**src/rtl/fwd_pkg.sv**
```systemverilog
package fwd_pkg;
  parameter int unsigned REG_ID_W = 5;
  parameter int unsigned NUM_OPS  = 2;

  typedef logic [REG_ID_W-1:0] regId_t;
  localparam regId_t ZERO_ID = '0;

  typedef enum logic [1:0] {
    SEL_RF = 2'b00,
    SEL_CM = 2'b01,
    SEL_MW = 2'b10
  } fwdSel_e;

  typedef struct packed {
    logic                      valid;
    logic                      writes;
    logic                      isLoad;
    regId_t                    dst;
    logic [NUM_OPS-1:0][REG_ID_W-1:0] src;
  } stageInfo_t;

  typedef struct packed {
    logic injectBubble;
    logic holdFront;
  } ctlStrobe_t;

  function automatic logic producesReg(stageInfo_t s);
    return s.valid && s.writes && (s.dst != ZERO_ID);
  endfunction
endpackage

```
**src/rtl/fwd_id_pipe.sv**
```systemverilog
module fwd_id_pipe
  import fwd_pkg::*;
(
  input  logic       clk,
  input  logic       rstN,
  input  stageInfo_t decInfo,
  input  ctlStrobe_t strobe,
  output stageInfo_t exInfo,
  output stageInfo_t memInfo,
  output stageInfo_t wbInfo
);
  always_ff @(posedge clk or negedge rstN) begin
    if (!rstN) begin
      exInfo  <= '0;
      memInfo <= '0;
      wbInfo  <= '0;
    end else begin
      exInfo  <= strobe.injectBubble ? '0 : decInfo;
      memInfo <= exInfo;
      wbInfo  <= memInfo;
    end
  end
endmodule

```
**src/rtl/fwd_ctl.sv**
```systemverilog
module fwd_ctl
  import fwd_pkg::*;
(
  input  stageInfo_t             decInfo,
  input  stageInfo_t             exInfo,
  input  stageInfo_t             memInfo,
  input  stageInfo_t             wbInfo,
  output logic [NUM_OPS-1:0][1:0] selVec,
  output ctlStrobe_t             strobe
);
  logic [NUM_OPS-1:0] loadUseHit;
  logic               cmLive;
  logic               mwLive;
  logic               ldLive;

  assign cmLive = producesReg(memInfo);
  assign mwLive = producesReg(wbInfo);
  assign ldLive = producesReg(exInfo) && exInfo.isLoad;

  for (genvar op = 0; op < NUM_OPS; op++) begin : gOperand
    logic cmHit;
    logic mwHit;
    fwdSel_e pick;

    assign cmHit = cmLive && (memInfo.dst == exInfo.src[op]);
    assign mwHit = mwLive && (wbInfo.dst == exInfo.src[op]);

    always_comb begin
      pick = SEL_RF;
      if (exInfo.valid) begin
        if (cmHit)      pick = SEL_CM;
        else if (mwHit) pick = SEL_MW;
      end
    end

    assign selVec[op]     = pick;
    assign loadUseHit[op] = decInfo.valid && ldLive && (exInfo.dst == decInfo.src[op]);
  end

  assign strobe.injectBubble = |loadUseHit;
  assign strobe.holdFront    = |loadUseHit;
endmodule

```
**src/rtl/fwd_hazard_unit.sv**
```systemverilog
module fwd_hazard_unit
  import fwd_pkg::*;
(
  input  logic                clk,
  input  logic                rstN,
  input  logic                decValid,
  input  logic [REG_ID_W-1:0] decSrcA,
  input  logic [REG_ID_W-1:0] decSrcB,
  input  logic [REG_ID_W-1:0] decDst,
  input  logic                decWrites,
  input  logic                decLoad,
  output logic [1:0]          selA,
  output logic [1:0]          selB,
  output logic                stall
);
  stageInfo_t              decInfo;
  stageInfo_t              exInfo;
  stageInfo_t              memInfo;
  stageInfo_t              wbInfo;
  ctlStrobe_t              strobe;
  logic [NUM_OPS-1:0][1:0] selVec;

  always_comb begin
    decInfo        = '0;
    decInfo.valid  = decValid;
    decInfo.writes = decWrites;
    decInfo.isLoad = decLoad;
    decInfo.dst    = decDst;
    decInfo.src[0] = decSrcA;
    decInfo.src[1] = decSrcB;
  end

  fwd_id_pipe uPipe (
    .clk    (clk),
    .rstN   (rstN),
    .decInfo(decInfo),
    .strobe (strobe),
    .exInfo (exInfo),
    .memInfo(memInfo),
    .wbInfo (wbInfo)
  );

  fwd_ctl uCtl (
    .decInfo(decInfo),
    .exInfo (exInfo),
    .memInfo(memInfo),
    .wbInfo (wbInfo),
    .selVec (selVec),
    .strobe (strobe)
  );

  assign selA  = selVec[0];
  assign selB  = selVec[1];
  assign stall = strobe.holdFront;
endmodule

```
**config.mk**
```make
export PLATFORM = sky130hd
export DESIGN_NAME = fwd_hazard_unit
export DESIGN_NICKNAME = d
export VERILOG_FILES = /design/src/rtl/fwd_pkg.sv /design/src/rtl/fwd_id_pipe.sv /design/src/rtl/fwd_ctl.sv /design/src/rtl/fwd_hazard_unit.sv
export SDC_FILE = /design/constraint.sdc
export NUM_CORES = 1
export LEC_CHECK = 0
export CORE_MARGIN = 5
export CORE_UTILIZATION = 50
export CTS_CLUSTER_DIAMETER = 40
export DETAILED_ROUTE_END_ITERATION = 8
export DONT_BUFFER_PORTS = 1
export PLACE_DENSITY = 0.61
export SETUP_SLACK_MARGIN = 0.1
export SLEW_MARGIN = 20
export SYNTH_ARGS = -nofsm -noshare
export SYNTH_HDL_FRONTEND = slang
export SYNTH_SLANG_ARGS = --single-unit
```
**constraint.sdc**
```tcl
create_clock -name clk -period 2.57 [get_ports clk]
set_clock_uncertainty 0.2 [all_clocks]
set_input_delay 0.3855 -clock clk [delete_from_list [all_inputs] [get_ports clk]]
set_output_delay 0.3855 -clock clk [all_outputs]
set_load 0.02 [all_outputs]
```
==> results of run 1 <==
## area by class of cell
cell class | count | area [um2] | area share
Sequential cell | 32 | 802 | 0.448
Multi-Input combinational cell | 73 | 583 | 0.326
Timing Repair Buffer | 33 | 308 | 0.172
Clock buffer | 8 | 58.8 | 0.0328
Tap cell | 31 | 38.8 | 0.0217
## layer usage
| layer | track usage | part of all wire | vias up |
|---|---|---|---|
| li1 | - | - | 450 |
| met1 | 0.175 | 0.39 | 451 |
| met2 | 0.277 | 0.54 | 24 |
| met3 | 0.0541 | 0.050 | 7 |
| met4 | 0.0663 | 0.024 | 0 |
| met5 | 0 | 0 | - |
## metrics by stage
step	TNS (ns)	power, mW	hold WS [ns]	util	instances
5_1_grt	-0.144	1.02	0.219	0.667	177
3_5_place_dp	0	0.642	-0.110	0.531	140
3_3_place_gp	0	0.640	-0.109	0.531	140
4_1_cts	0	0.974	0.197	0.654	175
2_1_floorplan	0	0.622	-0.110	-	107
6_report	0	0.976	0.211	0.667	177
## critical path, stage by stage, from the launching register on
cell      delay (ns)
dfrtp_1         0.39
or4_4           0.56
o211ai_4        0.20
nor4_2          0.07
nor4_2          0.26
buf_4           0.18
## power groups by stage
stage / Clock (mW) / Combinational [mW] / Sequential (mW)
global placement: 0 / 0.0715 / 0.569
finish: 0.291 / 0.127 / 0.557
global route: 0.324 / 0.140 / 0.561
detailed placement: 0 / 0.0730 / 0.569
floorplan: 0 / 0.0606 / 0.561
CTS: 0.296 / 0.122 / 0.556
## flip-flops by register name, indices dropped and copies added, names as in the netlist
signal / cells
uPipe.wbInfo: 7
uPipe.memInfo: 7
uPipe.exInfo: 18
## Yosys cell counts, drive strengths merged
cell     number
dfrtp        32
a21boi       18
xnor2        18
xor2         12
nand3         5
and2          3
nor3          3
nor4          3
or4           3
nand2         2
a21oi         1
buf           1
clkbuf        1
nand4         1
nor2          1
o2111ai       1
o211ai        1
o22ai         1
## kinds of logic (layout without fill, tap and decap cells)
| group | count (synthesis) | after routing | share of synthesized area |
|---|---|---|---|
| AOI/OAI and AO/OA | 22 | 22 | 0.123 |
| xor gates and xnor gates | 30 | 30 | 0.192 |
| buffers and inverters | 2 | 41 | 0.00641 |
| DFF | 32 | 32 | 0.587 |
| and+or+nand+nor | 21 | 21 | 0.0917 |
## timing repair
| item | CTS | global route |
|---|---|---|
| hold buffers | 20 | 0 |
| resized for setup | 3 | 4 |
| setup buffers | 7 | 2 |
| setup endpoints to repair | 2 | 4 |
| pin swaps | 4 | 3 |
| hold endpoints to repair | 50 | 0 |
## path summary, 6_finish.rpt
check	endpoint	startpoint
hold / removal	uPipe.memInfo[16]	uPipe.exInfo[16]
setup / recovery	selB[1]	uPipe.memInfo[11]
hold reg to reg	uPipe.memInfo[16]	uPipe.exInfo[16]
max in group asynchronous	uPipe.exInfo[17]	rstN
min in group asynchronous	uPipe.memInfo[14]	rstN
setup reg to reg	uPipe.exInfo[4]	uPipe.exInfo[14]
==> impl_metrics.csv, run 1 <==
group,metric,value,unit
hold_path,hold_depth,0,
run,maxCapViolCount,0,
route,vias_per_cell,5.27,
place,hpwl,1820,um
hold_path,hp-class,"flop to flop",
final_layout,fillCellCount,196,
timing,finalCritPeriodShare,0.997,
synthesis,syn_avg_cell_area,12.8,um2
clocking,clock_path_buffers,2,
power_and_ir_drop,power_density,545,nW/um2
timing,hold_viol,0,
synthesis,ys_seq_area_frac,0.587,
final_layout,layout.nets,165,
power_and_ir_drop,seqPwrFrac,0.571,
place,io_buffer_count,0,
critical_path,worstSetupPathType,"flop to primary output",
critical_path,worstPathArrival,1.98,ns
synthesis,synth.area.top_cells,"dfrtp_1 59%, xnor2_1 12%, a21boi_0 9.9%",
clocking,clockRootBuffer,"clkbuf_4",
final_layout,area_growth,31.2,%
place,place.gp.congestion,0.815,
final_layout,final_layout_size_suffix_gt1_frac,0.192,
route,dr.first_iter.drc_count,26,
route,routedWlPerCell,16.0,um
final_layout,mostFrequentLayoutCell,"dfrtp_1",
synthesis,synth_cell_types,20,
power_and_ir_drop,p_sw,237,uW
critical_path,cp_data_required_time,1.98,ns
place,placed_area,1430,um2
timing,min_period,2.56,ns
timing,layout_setup_ws,0.00813,ns
power_and_ir_drop,p_int,739,uW
timing,worst_pin_slew,0.291,ns
critical_path,end_kind,"primary output",
clocking,clk_latency,0.32,ns
clocking,cts_buffers,5,
global_routing,grt_pass1_wl,4850,um
floorplan,ioPinCount,25,
clocking,cts.reportedPaths.clkPinSlew,0.10,ns
synthesis,yosysTopAreaCell,"dfrtp_1",
timing,rsz0062_at_grt,"yes",
synthesis,synthCells,107,
floorplan,core,2690,um2
route,ant_nets,0,
floorplan,die_h,62.3,um
critical_path,r2r_cells,5,
final_layout,final_cell_area,1790,um2
status,status,"finished, final reports clean",
floorplan,dieArea,3880,um2
route,drc,0,
route,vias,932,
power_and_ir_drop,switching_share,0.243,
route,drtPass1Iterations,4,
global_routing,antenna_found_initial,0,
power_and_ir_drop,p_clk_frac,0.299,
final_layout,final_cell_mix,"31 x dfrtp_1, 19 x dlygate4sd3_1, 18 x xnor2_1, 18 x a21boi_0, 13 x buf_4",
synthesis,netlist.area_leader.share,0.587,
synthesis,syn_area,1370,um2
timing,maxSlewViolCount,0,
floorplan,start_util,0.508,
critical_path,start_kind,"flop",
global_routing,grt_max_degree,33,
floorplan,rows,19,
synthesis,ys_seq_elements,32,
global_routing,grt_overflow,0,
timing,fmax,0.390,GHz
place,dpl_worst_slack,0.299,ns
power_and_ir_drop,p_leak,0.732,nW
clocking,cts_sinks,32,
clocking,cts_tree,"done",
synthesis,yosys_warnings,0,
clocking,htreeDepth,2,
timing,setup_viol,0,
power_and_ir_drop,peakVddDrop,0.583,mV
critical_path,crit_fanout,2,
power_and_ir_drop,combPwrFrac,0.130,
timing,relSlewSlack,0.804,
final_layout,antennaDiodeCount,0,
global_routing,grt_pass1_vias,1044,
global_routing,grt_usage,0.159,
synthesis,synth_nets,127,
route,drt-total-wl,2830,um
critical_path,regToRegSetupSlack,0.97,ns
floorplan,die_width,62.3,um
(Power assumes the default switching activity.)
==> run 2: changes to the inputs <==
Settings changed: ABC_AREA set to 1, PLACE_DENSITY 0.61 to 0.68.
==> impl_metrics.csv, run 2 <==
group,metric,value,unit
critical_path,slowest_delay,0.54,ns
floorplan,ioPinCount,25,
clocking,cts_buffers,5,
timing,finalCritPeriodShare,0.891,
floorplan,core,3030,um2
global_routing,grt_max_degree,33,
synthesis,synthCells,189,
place,hpwl,2140,um
run,maxCapViolCount,0,
critical_path,r2r_start,"uPipe.exInfo[11]",
place,place.gp.congestion,0.813,
synthesis,yosys_warnings,0,
route,drc,0,
critical_path,cp_common_cell,"nand2_1",
timing,hold_viol,0,
critical_path,cp_data_required_time,1.98,ns
timing,min_period,2.29,ns
synthesis,synth_edf_count,0,
power_and_ir_drop,power_density,514,nW/um2
synthesis,synth_common_cells,"44 x nand2_1, 40 x inv_1, 32 x dfrtp_1",
final_layout,layout.nets,235,
clocking,htreeDepth,2,
power_and_ir_drop,p_leak,0.973,nW
final_layout,final_layout_size_suffix_gt1_frac,0.111,
clocking,cts_tree,"done",
hold_path,whs_endpoint,"uPipe.wbInfo[16]",
critical_path,worstSetupPathType,"input pin to primary output",
timing,relSlewSlack,0.737,
place,dpl_worst_slack,0.721,ns
route,dr.first_iter.drc_count,46,
timing,totalNegativeSetupSlack,0,ns
route,vias,1202,
floorplan,rows,20,
synthesis,async_flop_share,1.00,
synthesis,ys_seq_area_frac,0.511,
final_layout,area_growth,19.6,%
final_layout,reg_top3,"uPipe.exInfo (18), uPipe.memInfo (7), uPipe.wbInfo (7)",
route,vias_per_cell,4.62,
synthesis,synth_nets,209,
critical_path,crit_fanout,2,
clocking,cts_setup_buffers,0,
critical_path,end_kind,"primary output",
synthesis,syn_area,1570,um2
critical_path,cpMaxStageDelayCell,"dlygate4sd3_1",
timing,setup_viol,0,
floorplan,die_width,66.0,um
timing,fmax,0.437,GHz
synthesis,ys_seq_elements,32,
route,drt-total-wl,2950,um
final_layout,antennaDiodeCount,0,
clocking,clockRootBuffer,"clkbuf_4",
floorplan,dieArea,4360,um2
final_layout,final_cell_mix,"44 x nand2_1, 40 x inv_1, 32 x dfrtp_1",
synthesis,yosysTopAreaCell,"dfrtp_1",
place,io_buffer_count,0,
global_routing,grt_pass1_wl,5270,um
timing,rsz0062_at_grt,"no",
clocking,clk_latency,0.32,ns
critical_path,r2r_cells,8,
synthesis,netlist.area_leader.share,0.511,
place,dpl.cell_count,232,
synthesis,yosysMostFrequentCell,"nand2_1",
status,status,"finished, final reports clean",
timing,worst_pin_slew,0.393,ns
synthesis,ys.flop_type,"dfrtp_1",
route,routedWlPerCell,11.3,um
floorplan,start_util,0.518,
synthesis,synth.area.top_cells,"dfrtp_1 51%, nand2_1 11%, inv_1 9.6%",
global_routing,grt_pass1_vias,1256,
clocking,cts_sinks,32,
final_layout,largest_register_ffs,18,
global_routing,grt_usage,0.161,
global_routing,grt_overflow,0,
critical_path,worstPathArrival,1.70,ns
clocking,clock_path_buffers,2,
final_layout,regMostFlops,"uPipe.exInfo",
floorplan,die_h,66.0,um
hold_path,hold_depth,0,
hold_path,hp-class,"flop to flop",
route,drtPass1Iterations,4,
final_layout,mostFrequentLayoutCell,"nand2_1",
timing,maxSlewViolCount,0,
clocking,cts.reportedPaths.clkPinSlew,0.09,ns
global_routing,antenna_found_initial,0,
critical_path,regToRegSetupSlack,1.00,ns
synthesis,syn_avg_cell_area,8.29,um2
critical_path,rr_endpoint,"uPipe.exInfo[5]",
power_and_ir_drop,peakVddDrop,0.442,mV
timing,layout_setup_ws,0.281,ns
synthesis,synth_cell_types,18,
route,ant_nets,0,
critical_path,start_kind,"input pin",
critical_path,crit_chain,"dlygate4sd3_1, inv_1, nand2_1, nand2_1, nand2_1, nor2_1, nand2_1, a21oi_2",
final_layout,fin_cells,260,
hold_path,hold_path.startpoint,"uPipe.memInfo[16]",
run 2: cell types whose count changed after synthesis, moves of 3 or more:
| cell | change |
|---|---|
| a21boi_0 | -18 |
| inv_1 | +40 |
| nand2_1 | +42 |
| nor2_1 | +22 |
| nor2_2 | +11 |
| o21ai_0 | +4 |
| or4_1 | -3 |
| xnor2_1 | -5 |
| xor2_1 | -8 |
run 2: layout make-up:
class | instances | area, um2
clock buffers | 8 | 58.8
fillers | 265 | 1150
inverters | 41 | 154
multi-input cells | 115 | 597
flip-flops and latches | 32 | 801
well taps | 44 | 55.1
repair buffers | 20 | 210
run 2: worst max path at each step:
stage                                start  endpoint  slack [ns]
final                           decSrcA[1]     stall        0.28
after global routing            decSrcB[1]     stall        0.22
after detailed placement  uPipe.exInfo[11]     stall        0.72
after floorplan           uPipe.exInfo[10]     stall        0.84
after CTS                       decSrcB[1]     stall        0.19
after global placement    uPipe.exInfo[10]     stall        0.74
run 2: critical path, delay by kind of cell:
family	cells	cell delay, ns
compound gates	1	0.27
buf+inv	2	0.62
simple gates	5	0.41
run 2: what timing repair did:
action | in CTS | in global routing
setup endpoints to repair | 0 | 1
endpoints found under the hold margin | 50 | 0
hold buffers | 20 | 0
resized for setup | 0 | 1
run 2: cells by family after synthesis:
family                    share of synthesized area
and+or+nand+nor                               0.258
AOI/OAI and AO/OA                            0.0255
buffers and inverters                         0.111
DFF                                           0.511
xor gates and xnor gates                     0.0950
run 2: per-layer routing:
layer | routed length [um] | up-vias | track usage
met5 | 0 | - | 0
met4 | 58 | 0 | 0.0635
met3 | 158 | 5 | 0.0510
met2 | 1520 | 31 | 0.273
met1 | 1210 | 563 | 0.190
li1 | - | 603 | -
run 2: through the flow:
step | hold WS, ns | total power, mW | instance area (um2) | utilization
4_1_cts | 0.179 | 0.980 | 1870 | 0.618
6_report | 0.178 | 0.965 | 1880 | 0.619
3_3_place_gp | -0.109 | 0.650 | 1600 | 0.529
2_1_floorplan | -0.110 | 0.635 | 1570 | -
3_5_place_dp | -0.109 | 0.654 | 1600 | 0.529
5_1_grt | 0.199 | 1.04 | 1880 | 0.619
run 2: report_power, final:
part | internal (mW) | switching [mW]
Sequential | 0.530 | 0.0260
Clock | 0.135 | 0.150
Combinational | 0.0637 | 0.0604
Total | 0.728 | 0.237
==> run 3: changes to the inputs <==
Settings changed: REMOVE_ABC_BUFFERS set to 1.
==> impl_metrics.csv, run 3 (synthesized netlist as in run 2, its figures left out) <==
group,metric,value,unit
route,drc,0,
critical_path,cpMaxStageDelayCell,"dlygate4sd3_1",
power_and_ir_drop,p_total,932,uW
global_routing,antenna_found_initial,0,
timing,min_period,2.26,ns
clocking,cts_setup_buffers,0,
final_layout,layout.nets,234,
critical_path,cp_common_cell,"nand2_1",
floorplan,ioPinCount,25,
route,drt-total-wl,2770,um
place,place.gp.congestion,0.846,
critical_path,critPathTopFamily,"buffers and inverters",
critical_path,crit_fanout,2,
clocking,clk_latency,0.33,ns
floorplan,core,3030,um2
hold_path,hold_depth,2,
critical_path,worstSetupPathType,"input pin to primary output",
global_routing,grt_pass1_vias,1219,
critical_path,slowest_delay,0.53,ns
status,status,"finished, final reports clean",
clocking,clock_path_buffers,2,
critical_path,critPathBufInv,2,
final_layout,area_growth,18.2,%
route,dr.first_iter.drc_count,34,
timing,worst_pin_slew,0.408,ns
critical_path,regToRegSetupSlack,0.96,ns
clocking,htreeDepth,2,
critical_path,end_kind,"primary output",
final_layout,mostFrequentLayoutCell,"nand2_1",
timing,hold_viol,0,
floorplan,start_util,0.518,
critical_path,cp_data_required_time,1.98,ns
route,vias_per_cell,4.46,
critical_path,worstPathArrival,1.67,ns
clocking,cts_buffers,5,
critical_path,start_kind,"input pin",
critical_path,crit_path_start,"decSrcA[1]",
hold_path,hold_path.startpoint,"decSrcB[3]",
final_layout,utilization,0.612,
timing,maxSlewViolCount,0,
clocking,cts.reportedPaths.clkPinSlew,0.08,ns
global_routing,grt_pass1_wl,5010,um
global_routing,grt_overflow,0,
timing,relSlewSlack,0.727,
final_layout,final_layout_size_suffix_gt1_frac,0.112,
run,maxCapViolCount,0,
place,placed_area,1600,um2
timing,setup_viol,0,
floorplan,die_width,66.0,um
global_routing,grt_max_degree,33,
final_layout,regMostFlops,"uPipe.exInfo",
timing,finalCritPeriodShare,0.878,
floorplan,die_h,66.0,um
power_and_ir_drop,p_leak,0.964,nW
place,io_buffer_count,0,
global_routing,grt_usage,0.153,
final_layout,reg_top3,"uPipe.exInfo (18), uPipe.memInfo (7), uPipe.wbInfo (7)",
route,drtPass1Iterations,4,
critical_path,crit_chain,"dlygate4sd3_1, inv_1, nand2_1, nand2_1, nand2_1, nor2_1, nand2_1, a21oi_2",
timing,rsz0062_at_grt,"no",
power_and_ir_drop,peakVddDrop,0.387,mV
route,ant_nets,0,
timing,fmax,0.443,GHz
final_layout,final_cell_mix,"44 x nand2_1, 40 x inv_1, 32 x dfrtp_1",
floorplan,rows,20,
final_layout,largest_register_ffs,18,
critical_path,r2r_start,"uPipe.exInfo[17]",
route,routedWlPerCell,10.7,um
power_and_ir_drop,power_density,503,nW/um2
final_layout,antennaDiodeCount,0,
clocking,cts_tree,"done",
critical_path,r2r_cells,7,
hold_path,hp-class,"input pin to flop",
final_layout,final_cell_area,1850,um2
clocking,cts_sinks,32,
floorplan,dieArea,4360,um2
clocking,clockRootBuffer,"clkbuf_4",
route,vias,1150,
timing,totalNegativeSetupSlack,0,ns
place,hpwl,2100,um
critical_path,cp.depth,8,
## run 3: cell count changes in the layout (fill, tap and decap cells not counted), sizes merged
| cell | previous run | this run |
|---|---|---|
| clkinv | 0 | 1 |
| dlygate4sd3 | 19 | 18 |
| clkbuf | 8 | 6 |
## run 3: area by class of cell
class / count / area (um2)
Fill cell: 249 / 1170
Sequential cell: 32 / 801
Multi-Input combinational cell: 115 / 597
Timing Repair Buffer: 19 / 200
Inverter: 41 / 154
Tap cell: 44 / 55.1
Clock buffer: 6 / 41.3
Clock inverter: 1 / 5.00
## run 3: worst reg2reg max path: stages (launching register included)
cell and delay, ns:
dfrtp_1 0.40, nand2_1 0.07, nor2_1 0.17, nand2_1 0.12
inv_1 0.12, nand3_2 0.11, nand2_4 0.24, nor2_1 0.08
## run 3: where the power goes
group          switching [mW]  internal (mW)  leakage [nW]  total [mW]
Sequential             0.0256          0.530         0.373       0.555
Clock                   0.155          0.101        0.0281       0.255
Combinational          0.0588         0.0626         0.563       0.121
Total                   0.239          0.693         0.964       0.932
## run 3: final timing paths
path | to
worst min-delay path | uPipe.exInfo[8]
worst max-delay path | stall
worst max register to register | uPipe.exInfo[3]
min in group asynchronous | uPipe.exInfo[11]
max in group asynchronous | uPipe.exInfo[12]
worst min register to register | uPipe.wbInfo[17]
## run 3: timing repair
action                                 CTS  global route
setup endpoints to repair                0             1
hold buffers                            19             0
resized for setup                        0             1
endpoints found under the hold margin   49             0
## run 3: per-stage QoR
| stage | worst slack, ns | hold slack [ns] | cells |
|---|---|---|---|
| finish | 0.313 | 0.0196 | 258 |
| CTS | 0.188 | 0.0132 | 258 |
| global placement | 0.732 | -0.109 | 232 |
| detailed placement | 0.706 | -0.109 | 232 |
| global route | 0.205 | 0.00495 | 258 |
| floorplan | 0.837 | -0.110 | 188 |
## run 3: routing by layer
metal | GRT usage | vias up | share of wire
li1 | - | 598 | -
met1 | 0.158 | 517 | 0.39
met2 | 0.279 | 31 | 0.52
met3 | 0.0527 | 4 | 0.067
met4 | 0.0660 | 0 | 0.016
met5 | 0 | - | 0
